===== config.mk =====
export PLATFORM = sky130hd
export DESIGN_NAME = hms_timekeeper
export DESIGN_NICKNAME = d
export VERILOG_FILES = /design/src/rtl/hms_pkg.sv /design/src/rtl/btn_debounce.sv /design/src/rtl/bcd_wrap_counter.sv /design/src/rtl/hour_view.sv /design/src/rtl/hms_timekeeper.sv
export SDC_FILE = /design/constraint.sdc
export NUM_CORES = 1
export LEC_CHECK = 0
export BUFFER_PORTS_ARGS = -buffer_cell sky130_fd_sc_hd__buf_2
export CORE_MARGIN = 5
export CORE_UTILIZATION = 45
export DETAILED_ROUTE_END_ITERATION = 6
export SLEW_MARGIN = 20
export SYNTH_ARGS = -nofsm -noshare
export SYNTH_HDL_FRONTEND = slang
export SYNTH_SLANG_ARGS = --single-unit

===== constraint.sdc =====
create_clock -name clk -period 4.4 [get_ports clk]
set_input_delay 0.22 -clock clk [delete_from_list [all_inputs] [get_ports clk]]
set_output_delay 0.22 -clock clk [all_outputs]
set_load 0.03 [all_outputs]

===== src/rtl/hms_pkg.sv =====
package hms_pkg;
    typedef logic [3:0] bcd_t;

    typedef enum logic [1:0] {
        DB_LOW,
        DB_RISE,
        DB_HIGH,
        DB_FALL
    } db_state_e;

    localparam int BTN_COUNT = 3;
    localparam int BTN_SEC   = 0;
    localparam int BTN_MIN   = 1;
    localparam int BTN_HR    = 2;
endpackage


===== src/rtl/btn_debounce.sv =====
module btn_debounce
    import hms_pkg::*;
#(
    parameter int STABLE_CYCLES = 4
) (
    input  logic clk,
    input  logic rst_n,
    input  logic raw,
    output logic press
);
    localparam int CW = $clog2(STABLE_CYCLES + 1);
    localparam logic [CW-1:0] CNT_DONE = CW'(STABLE_CYCLES - 1);

    logic      sync1, sync2;
    db_state_e state, state_nx;
    logic [CW-1:0] cnt, cnt_nx;

    always_ff @(posedge clk or negedge rst_n) begin
        if (!rst_n) begin
            sync1 <= 1'b0;
            sync2 <= 1'b0;
        end else begin
            sync1 <= raw;
            sync2 <= sync1;
        end
    end

    // state register
    always_ff @(posedge clk or negedge rst_n) begin
        if (!rst_n) begin
            state <= DB_LOW;
            cnt   <= '0;
        end else begin
            state <= state_nx;
            cnt   <= cnt_nx;
        end
    end

    always_comb begin
        state_nx = state;
        cnt_nx   = cnt;
        unique case (state)
            DB_LOW: begin
                if (sync2) begin
                    state_nx = DB_RISE;
                    cnt_nx   = CW'(1);
                end
            end
            DB_RISE: begin
                if (!sync2)                state_nx = DB_LOW;
                else if (cnt == CNT_DONE)  state_nx = DB_HIGH;
                else                       cnt_nx   = cnt + CW'(1);
            end
            DB_HIGH: begin
                if (!sync2) begin
                    state_nx = DB_FALL;
                    cnt_nx   = CW'(1);
                end
            end
            DB_FALL: begin
                if (sync2)                 state_nx = DB_HIGH;
                else if (cnt == CNT_DONE)  state_nx = DB_LOW;
                else                       cnt_nx   = cnt + CW'(1);
            end
            default: state_nx = DB_LOW;
        endcase
    end

    // output process
    always_ff @(posedge clk or negedge rst_n) begin
        if (!rst_n) press <= 1'b0;
        else        press <= (state == DB_RISE) && (state_nx == DB_HIGH);
    end

    // an accepted press is a single-cycle pulse
    a_r6_single_pulse: assert property (@(posedge clk) disable iff (!rst_n)
        press |=> !press);
    // a pulse follows only a completed stable-high window
    a_r6_pulse_after_rise: assert property (@(posedge clk) disable iff (!rst_n)
        press |-> state == DB_HIGH);
endmodule


===== src/rtl/bcd_wrap_counter.sv =====
module bcd_wrap_counter
    import hms_pkg::*;
#(
    parameter int LAST_TENS = 5,
    parameter int LAST_ONES = 9
) (
    input  logic clk,
    input  logic rst_n,
    input  logic inc,
    output bcd_t tens,
    output bcd_t ones,
    output logic at_last
);
    localparam bcd_t TOP_T = 4'(LAST_TENS);
    localparam bcd_t TOP_O = 4'(LAST_ONES);

    assign at_last = (tens == TOP_T) && (ones == TOP_O);

    always_ff @(posedge clk or negedge rst_n) begin
        if (!rst_n) begin
            tens <= '0;
            ones <= '0;
        end else if (inc) begin
            if (at_last) begin
                tens <= '0;
                ones <= '0;
            end else if (ones == 4'd9) begin
                tens <= tens + 4'd1;
                ones <= '0;
            end else begin
                ones <= ones + 4'd1;
            end
        end
    end

    // value always a legal BCD pair within the field limit
    a_r3_digit_range: assert property (@(posedge clk) disable iff (!rst_n)
        ones <= 4'd9 && {tens, ones} <= {TOP_T, TOP_O});
    // a field at its limit returns to zero when bumped
    a_r5_wrap_zero: assert property (@(posedge clk) disable iff (!rst_n)
        inc && at_last |=> tens == 4'd0 && ones == 4'd0);
endmodule


===== src/rtl/hour_view.sv =====
module hour_view
    import hms_pkg::*;
(
    input  bcd_t hr_tens_in,
    input  bcd_t hr_ones_in,
    input  logic view_12h,
    output bcd_t hr_tens_out,
    output bcd_t hr_ones_out,
    output logic pm
);
    logic [4:0] hr_bin;
    logic [4:0] hr_disp;

    always_comb begin
        hr_bin = 5'(hr_tens_in) * 5'd10 + 5'(hr_ones_in);
        pm     = 1'b0;
        if (!view_12h) begin
            hr_disp = hr_bin;
        end else begin
            pm = (hr_bin >= 5'd12);
            if (hr_bin == 5'd0)       hr_disp = 5'd12;
            else if (hr_bin > 5'd12)  hr_disp = hr_bin - 5'd12;
            else                      hr_disp = hr_bin;
        end
        if (hr_disp >= 5'd20) begin
            hr_tens_out = 4'd2;
            hr_ones_out = 4'(hr_disp - 5'd20);
        end else if (hr_disp >= 5'd10) begin
            hr_tens_out = 4'd1;
            hr_ones_out = 4'(hr_disp - 5'd10);
        end else begin
            hr_tens_out = 4'd0;
            hr_ones_out = 4'(hr_disp);
        end
    end

    // 12-hour view never shows zero or more than twelve
    always_comb begin
        if (view_12h)
            a_r9_range: assert (hr_disp >= 5'd1 && hr_disp <= 5'd12);
    end
endmodule


===== src/rtl/hms_timekeeper.sv =====
module hms_timekeeper
    import hms_pkg::*;
#(
    parameter int STABLE_CYCLES = 4
) (
    input  logic clk,
    input  logic rst_n,
    input  logic sec_tick,
    input  logic set_mode,
    input  logic btn_hr,
    input  logic btn_min,
    input  logic btn_sec,
    input  logic view_12h,
    output logic [3:0] hr_tens,
    output logic [3:0] hr_ones,
    output logic [3:0] min_tens,
    output logic [3:0] min_ones,
    output logic [3:0] sec_tens,
    output logic [3:0] sec_ones,
    output logic pm_flag
);
    logic [BTN_COUNT-1:0] raw_btn, press;
    logic [BTN_COUNT-1:0] bump;
    logic run_tick;
    logic s_last, m_last, h_last;
    logic inc_s, inc_m, inc_h;
    bcd_t h_t, h_o;

    assign raw_btn[BTN_SEC] = btn_sec;
    assign raw_btn[BTN_MIN] = btn_min;
    assign raw_btn[BTN_HR]  = btn_hr;

    for (genvar i = 0; i < BTN_COUNT; i++) begin : g_btn
        btn_debounce #(.STABLE_CYCLES(STABLE_CYCLES)) u_db (
            .clk   (clk),
            .rst_n (rst_n),
            .raw   (raw_btn[i]),
            .press (press[i])
        );
    end

    assign bump     = set_mode ? press : '0;
    assign run_tick = !set_mode && sec_tick;
    assign inc_s    = run_tick || bump[BTN_SEC];
    assign inc_m    = (run_tick && s_last) || bump[BTN_MIN];
    assign inc_h    = (run_tick && s_last && m_last) || bump[BTN_HR];

    bcd_wrap_counter #(.LAST_TENS(5), .LAST_ONES(9)) u_sec (
        .clk(clk), .rst_n(rst_n), .inc(inc_s),
        .tens(sec_tens), .ones(sec_ones), .at_last(s_last)
    );
    bcd_wrap_counter #(.LAST_TENS(5), .LAST_ONES(9)) u_min (
        .clk(clk), .rst_n(rst_n), .inc(inc_m),
        .tens(min_tens), .ones(min_ones), .at_last(m_last)
    );
    bcd_wrap_counter #(.LAST_TENS(2), .LAST_ONES(3)) u_hr (
        .clk(clk), .rst_n(rst_n), .inc(inc_h),
        .tens(h_t), .ones(h_o), .at_last(h_last)
    );

    hour_view u_view (
        .hr_tens_in  (h_t),
        .hr_ones_in  (h_o),
        .view_12h    (view_12h),
        .hr_tens_out (hr_tens),
        .hr_ones_out (hr_ones),
        .pm          (pm_flag)
    );

    logic [6:0] sec_val;
    assign sec_val = 7'(sec_tens) * 7'd10 + 7'(sec_ones);

    // a run tick below 59 steps seconds by one
    a_r2_step: assert property (@(posedge clk) disable iff (!rst_n)
        !set_mode && sec_tick && !s_last |=> sec_val == $past(sec_val) + 7'd1);
    // full-day rollover returns to midnight
    a_r3_midnight: assert property (@(posedge clk) disable iff (!rst_n)
        run_tick && s_last && m_last && h_last
        |=> h_t == 4'd0 && h_o == 4'd0 && min_tens == 4'd0 && min_ones == 4'd0);
    // set mode without presses freezes all digits
    a_r4_frozen: assert property (@(posedge clk) disable iff (!rst_n)
        set_mode && press == '0
        |=> $stable(sec_ones) && $stable(sec_tens) && $stable(min_ones)
            && $stable(min_tens) && $stable(h_o) && $stable(h_t));
    // a seconds press alone never carries into minutes or hours
    a_r5_no_carry: assert property (@(posedge clk) disable iff (!rst_n)
        set_mode && press == 3'b001 |=> $stable(min_ones) && $stable(min_tens)
            && $stable(h_o) && $stable(h_t));
    // presses in run mode without a tick change nothing
    a_r7_run_ignore: assert property (@(posedge clk) disable iff (!rst_n)
        !set_mode && !sec_tick |=> $stable(sec_ones) && $stable(min_ones) && $stable(h_o));
    // PM only in 12-hour view
    a_r8_pm_gated: assert property (@(posedge clk) disable iff (!rst_n)
        pm_flag |-> view_12h);
endmodule


Yosys cells after proc, flatten, opt, wreduce, memory -nomap -nowiden
Cells that the tools add are included.
{ "classes": {"reduce_logical": 26, "eq_ne": 34, "muxes": 60, "n_addsub": 13, "magnitude_cmp": 4, "multipliers": 1} }
{ "ops": {"columns": ["op", "count"], "rows": [
  ["$mux 4", 15],
  ["$mux 3", 16],
  ["$mux 2", 18],
  ["$pmux 3 s4", 3],
  ["$add 4x1->4 const B", 6],
  ["$pmux 2 s4", 3],
  ["$eq 2x2->1 const B", 9],
  ["$mux 5", 3],
  ["$eq 4x4->1 const B", 3],
  ["$ne 2x1->1 const B", 6],
  ["$ne 2x2->1 const B", 6],
  ["$reduce_and 4->1", 3],
  ["$ge 5x4->1 const B", 2],
  ["$add 3x1->3 const B", 3],
  ["$eq 3x2->1 const B", 3],
  ["$logic_and 1x1->1", 9],
  ["$eq 4x2->1 const B", 2],
  ["$eq 4x3->1 const B", 2],
  ["$eq 2x1->1 const B", 3],
  ["$logic_not 2->1", 3],
  ["$reduce_and 2->1", 3],
  ["$reduce_bool 2->1", 3],
  ["$add 5x4->5", 1],
  ["$ge 5x5->1 const B", 1],
  ["9 further kinds", 12]
]} }
{ "totals": {"register_bits": 48, "out_inout_bits": 25, "input_bits": 8, "elab_cells": 159} }

Longest topological paths before layout
{ "logic_depth": {"ltp_word": 9, "ltp_mapped": 11, "depth_no_buf": 11} }

Cells and area by module
From an unflattened synthesis, not the netlist that was laid out.
{ "hier_totals": {"cells_unflattened": 284, "area_unflattened_um2": 2904.0} }
{ "modules_own_cells": {"columns": ["module", "cells_per_inst", "seq_area_each_um2", "area_per_inst_um2", "instances"], "rows": [
  ["bcd_wrap_counter at u_min ...", 45, 200.2, 449.2, 2],
  ["btn_debounce at g_btn[1].u_db ...", 25, 200.2, 332.8, 2],
  ["hour_view", 68, 0.0, 515.5, 1],
  ["bcd_wrap_counter at u_hr", 46, 200.2, 464.2, 1],
  ["btn_debounce at g_btn[0].u_db", 23, 200.2, 319.1, 1],
  ["hms_timekeeper", 7, 0.0, 41.3, 1]
]} }

Worst setup path after synthesis
OpenSTA, ideal clock, no wires.
{ "synth_timing": {"path_type": "reg-to-output", "startpoint": "register u_hr.tens[0]", "endpoint": "output port hr_tens[0]", "t_required_ns": 4.180, "arrival_ns": 3.263, "stages_incl_launch_ff": 11, "path_slack_ns": 0.917, "path_buffers": 1, "path_cell_list": "dfrtp_1 > ha_1 > fa_1 > xor2_1 > inv_1 > ha_1 > or3b_2 > nand4_1 > a311o_1 > buf_6 > o31ai_1"} }
{ "synth_between": {"elab_chain_cells": 9, "word_cells_on_any_way": 12, "cone_classes": "2 x add/sub; 1 x mul; 3 x order compare; 5 x mux; 1 x reduce/logical"} }
{ "synth_rtl": {"columns": ["element", "line_no", "source"], "rows": [
  ["from (decl)", "bcd_wrap_counter.sv:10", "output bcd_t tens,"],
  ["from (signal assigned)", "bcd_wrap_counter.sv:28", "tens <= tens + 4'd1;"],
  ["$mul 4x3->4 (*)", "hour_view.sv:15", "hr_bin = 5'(hr_tens_in) * 5'd10 + 5'(hr_ones_in);"],
  ["$add 5x4->5 (*)", "hour_view.sv:15", null],
  ["$sub 5x4->5 or $gt 5x4->1 (tied branches)", "hour_view.sv:22", "else if (hr_bin > 5'd12) hr_disp = hr_bin - 5'd12;"],
  ["$mux 5", "hour_view.sv:22", null],
  ["$mux 5", "hour_view.sv:21", "if (hr_bin == 5'd0) hr_disp = 5'd12;"],
  ["$mux 5 (*)", "hour_view.sv:17", "if (!view_12h) begin"],
  ["$ge 5x4->1", "hour_view.sv:28", "end else if (hr_disp >= 5'd10) begin"],
  ["$mux 1", "hour_view.sv:28", null],
  ["$mux 4 (*)", "hour_view.sv:25", "if (hr_disp >= 5'd20) begin"],
  ["to (decl)", "hms_timekeeper.sv:14", "output logic [3:0] hr_tens,"]
]} }
Mark *: on every way between the ends. The rest lies on a longest branch, timed or not.

Worst setup path in the final report
{ "layout_timing": {"startpoint": "register u_hr.tens[0]", "endpoint": "output port hr_ones[1]"} }
{ "layout_between": {"elab_chain_cells": 9, "word_cells_on_any_way": 14, "cone_classes": "4 x add/sub; 1 x mul; 3 x order compare; 5 x mux; 1 x reduce/logical"} }
{ "layout_rtl": {"columns": ["element", "line_no", "source"], "rows": [
  ["$mul 4x3->4 (*)", "hour_view.sv:15", null],
  ["$add 5x4->5 (*)", "hour_view.sv:15", null],
  ["$sub 5x4->5 or $gt 5x4->1 (tied branches)", "hour_view.sv:22", null],
  ["$mux 5", "hour_view.sv:22", null],
  ["$mux 5", "hour_view.sv:21", null],
  ["$mux 5 (*)", "hour_view.sv:17", null],
  ["$sub 4x4->4 or $ge 5x4->1 (tied branches)", "hour_view.sv:30, hour_view.sv:28", null],
  ["$mux 4", "hour_view.sv:28", null],
  ["$mux 4 (*)", "hour_view.sv:25", null],
  ["to (decl)", "hms_timekeeper.sv:15", "output logic [3:0] hr_ones,"]
]} }
Marks and branches as above.

==> impl_metrics.ini <==
[outcome]
outcome = completed

[timing]
rsz0062_at_grt = no
finalHoldViolCount = 0
slew_headroom_pct = 52.00
slew_violations = 0
worst_pin_slew_ns = 0.7200
setup_violations = 0
fin_crit_sh_pct = 91.58
max_freq_ghz = 0.2482
setup_tns_ns = 0
min_period_ns = 4.029
skew_ns = 0.008471

[grt]
grt_pass1_wl_um = 8328
grt_max_degree = 28
globalRouteOverflowTotal = 0
grt_usage_pct = 13.60
first_global_vias = 1874
antenna_found_initial = 0

[die]
coreArea_sq_um = 5851
num_rows = 28
start_util_pct = 46.00
pin_count = 33
die_h_um = 87.34
die_w_um = 87.34
dieArea_sq_um = 7627

[synth]
synth_edf_count = 0
synth_flop_cell = dfrtp_1
synth_top_cell_area_share_pct = 44.63
synth.distinct_cells = 53
synth-seq-cells = 48
ys_seq_area_share_pct = 44.63
netlist_instances = 268
ys_top_cells_by_area = dfrtp_1 (45%), ha_1 (10%), nand2_1 (4.6%)
syn_avg_cell_area_sq_um = 10.04
synth-async-reset-ratio_pct = 100.0
synth_area_sq_um = 2691
synth.yosys.warnings = 0
yosysTopAreaCell = dfrtp_1

[pwr]
ir_worst_vdd_uv = 226.9
powerDensity_nw_per_um2 = 501.7
p_leak_nw = 1.458
power_mw = 1.503

[layout]
drive_above_1_share_pct = 17.61
finish.utilization_pct = 51.22
syn2layout_area_growth_pct = 11.34
nets = 331
diodes = 0
layout.cells.non_filler = 376
design_area_sq_um = 2997

[setup_path]
critPathKind = reg -> out
cp_top_family = simple AND/OR/NAND/NOR gates
cp_num_buf_inv = 2
worstPathRequired_ns = 4.18
crit_top_cell = ha_1
cp_max_fo = 9
cp.arrival_ns = 3.81
worstSetupEndpointType = output port
critPathSlowestCell = a311o_1
worstPathCellList = ha_1, ha_1, xor2_1, inv_1, ha_1, or3b_2, nand4_1, a311o_1, or4_1, nand4_1, buf_2
max_stage_delay_ns = 0.50
cp-start-kind = register

[cts]
numCtsBuffers = 5
cts.sinks = 48
clock_latency_ns = 0.30
cts_buffer_depth = 2
htreeDepth = 2
path_clk_slew_ns = 0.08
cts_setup_buffers = 0
clock-root-buffer = clkbuf_8
cts.repair.resized = 0
cts_tree = built

[placed_design]
dp.cells = 367
placed_area_sq_um = 2893
globalplace.congestion = 0.7317
portBuffers = 30
post-dp-hpwl_um = 3557

[drt]
routed-via-count = 1991
first_pass_iters = 4
avgViaCountPerCell = 5.295
wl_per_cell_um = 12.63
drtIter0Drc = 82
drtAntennaViolNets = 0
wirelength_um = 4749
drc = 0

[min_path]
hold_class = in -> reg

[run]
cap_violations = 0
## stage by stage
stage / setup slack (ns) / hold slack, ns
2_1_floorplan: 0.9172 / -0.07559
3_3_place_gp: 0.8126 / 0.2194
3_5_place_dp: 0.7312 / 0.2272
4_1_cts: 0.3935 / 0.01225
5_1_grt: 0.1892 / 0.007372
6_report: 0.3706 / 0.02907
## sequential cells by signal, indices dropped and copies added (netlist names)
| signal | flops |
|---|---|
| u_min.ones | 4 |
| u_hr.tens | 4 |
| g_btn.u_db.sync1 | 3 |
| u_min.tens | 4 |
| g_btn.u_db.sync2 | 3 |
| u_sec.tens | 4 |
| u_hr.ones | 4 |
| g_btn.u_db.cnt | 9 |
| u_sec.ones | 4 |
| g_btn.u_db.state | 6 |
| g_btn.u_db.press | 3 |
## kinds of logic (layout without fill, tap and decap cells)
kind of cell,Yosys count,after routing,share of synthesized area (%)
compound gates,54,54,12.69
flops,48,48,44.63
simple gates,102,102,20.32
xor+xnor,7,7,2.789
fa+ha+maj,23,23,10.97
other cells,1,2,0.1393
buf+inv,22,54,3.951
mux,11,11,4.510
## cell usage in the layout, fill, tap and decap left out, drive strengths merged, types with 2 or more instances in the layout
| master | n |
|---|---|
| a211o | 2 |
| a21o | 3 |
| a21oi | 5 |
| and3 | 3 |
| and3b | 3 |
| buf | 31 |
| clkbuf | 7 |
| conb | 2 |
| dfrtp | 48 |
| ha | 22 |
| inv | 14 |
| mux2 | 9 |
| mux2i | 2 |
| nand2 | 33 |
| nand2b | 5 |
| nand3 | 10 |
| nand3b | 4 |
| nand4 | 4 |
| nor2 | 11 |
| nor2b | 5 |
| nor3 | 6 |
| nor3b | 3 |
| nor4 | 2 |
| o211ai | 4 |
| o21a | 3 |
| o21ai | 25 |
| o31ai | 4 |
| or2 | 2 |
| or3 | 2 |
| or3b | 2 |
| or4 | 4 |
| xnor2 | 2 |
| xor2 | 4 |
## Yosys cell counts, types with 3 or more instances
master    count
and3b_1       3
nand3b_1      4
o21a_1        3
nor2b_1       5
nand2b_1      5
inv_1        14
nand4_1       4
nor2_1       11
ha_1         22
a21o_1        3
xor2_1        4
o211ai_1      4
nor3b_1       3
o21ai_0      24
o31ai_1       4
mux2_2        9
dfrtp_1      48
nor3_1        6
or4_1         3
nand3_1      10
clkbuf_1      3
nand2_1      33
a21oi_1       5
## where the power goes
part	switching, mW	internal (mW)	leakage, nW	total [mW]
Combinational	0.348	0.213	0.804	0.561
Clock	0.142	0.128	0.0445	0.270
Sequential	0.117	0.556	0.609	0.673
Total	0.607	0.896	1.46	1.50
## cell type report
class,count,area [sq um]
inverter,14,52.55
tap,75,93.84
multi-input combinational,199,1388
timing repair buffer,32,167.7
fill,553,2854
clock buffer,7,86.33
sequential,48,1201
clock inverter,1,7.507
## routing by layer
layer | routed length [um] | track usage [%]
met1 | 2302 | 18.03
met2 | 2188 | 21.85
met3 | 212 | 3.122
met4 | 45 | 4.603
met5 | 0 | 0
## repair_timing
action,in CTS,in global routing
hold endpoints to repair,21,0
endpoints found under the setup margin,0,0
hold buffers,1,0
## path summary, 6_finish.rpt
kind / depth (start not counted) / end / slack (ns) / start
setup / recovery: 11 / hr_ones[1] / 0.37 / u_hr.tens[0]
hold / removal: 1 / g_btn[0].u_db.sync1 / 0.03 / btn_sec
setup reg to reg: 8 / u_min.tens[3] / 2.08 / u_sec.tens[1]
hold reg to reg: 0 / g_btn[2].u_db.sync2 / 0.35 / g_btn[2].u_db.sync1
max in group asynchronous: 3 / g_btn[1].u_db.state[0] / 3.25 / rst_n
min in group asynchronous: 2 / u_sec.tens[0] / 0.42 / rst_n
No activity file was read; power rests on OpenSTA's default activity.
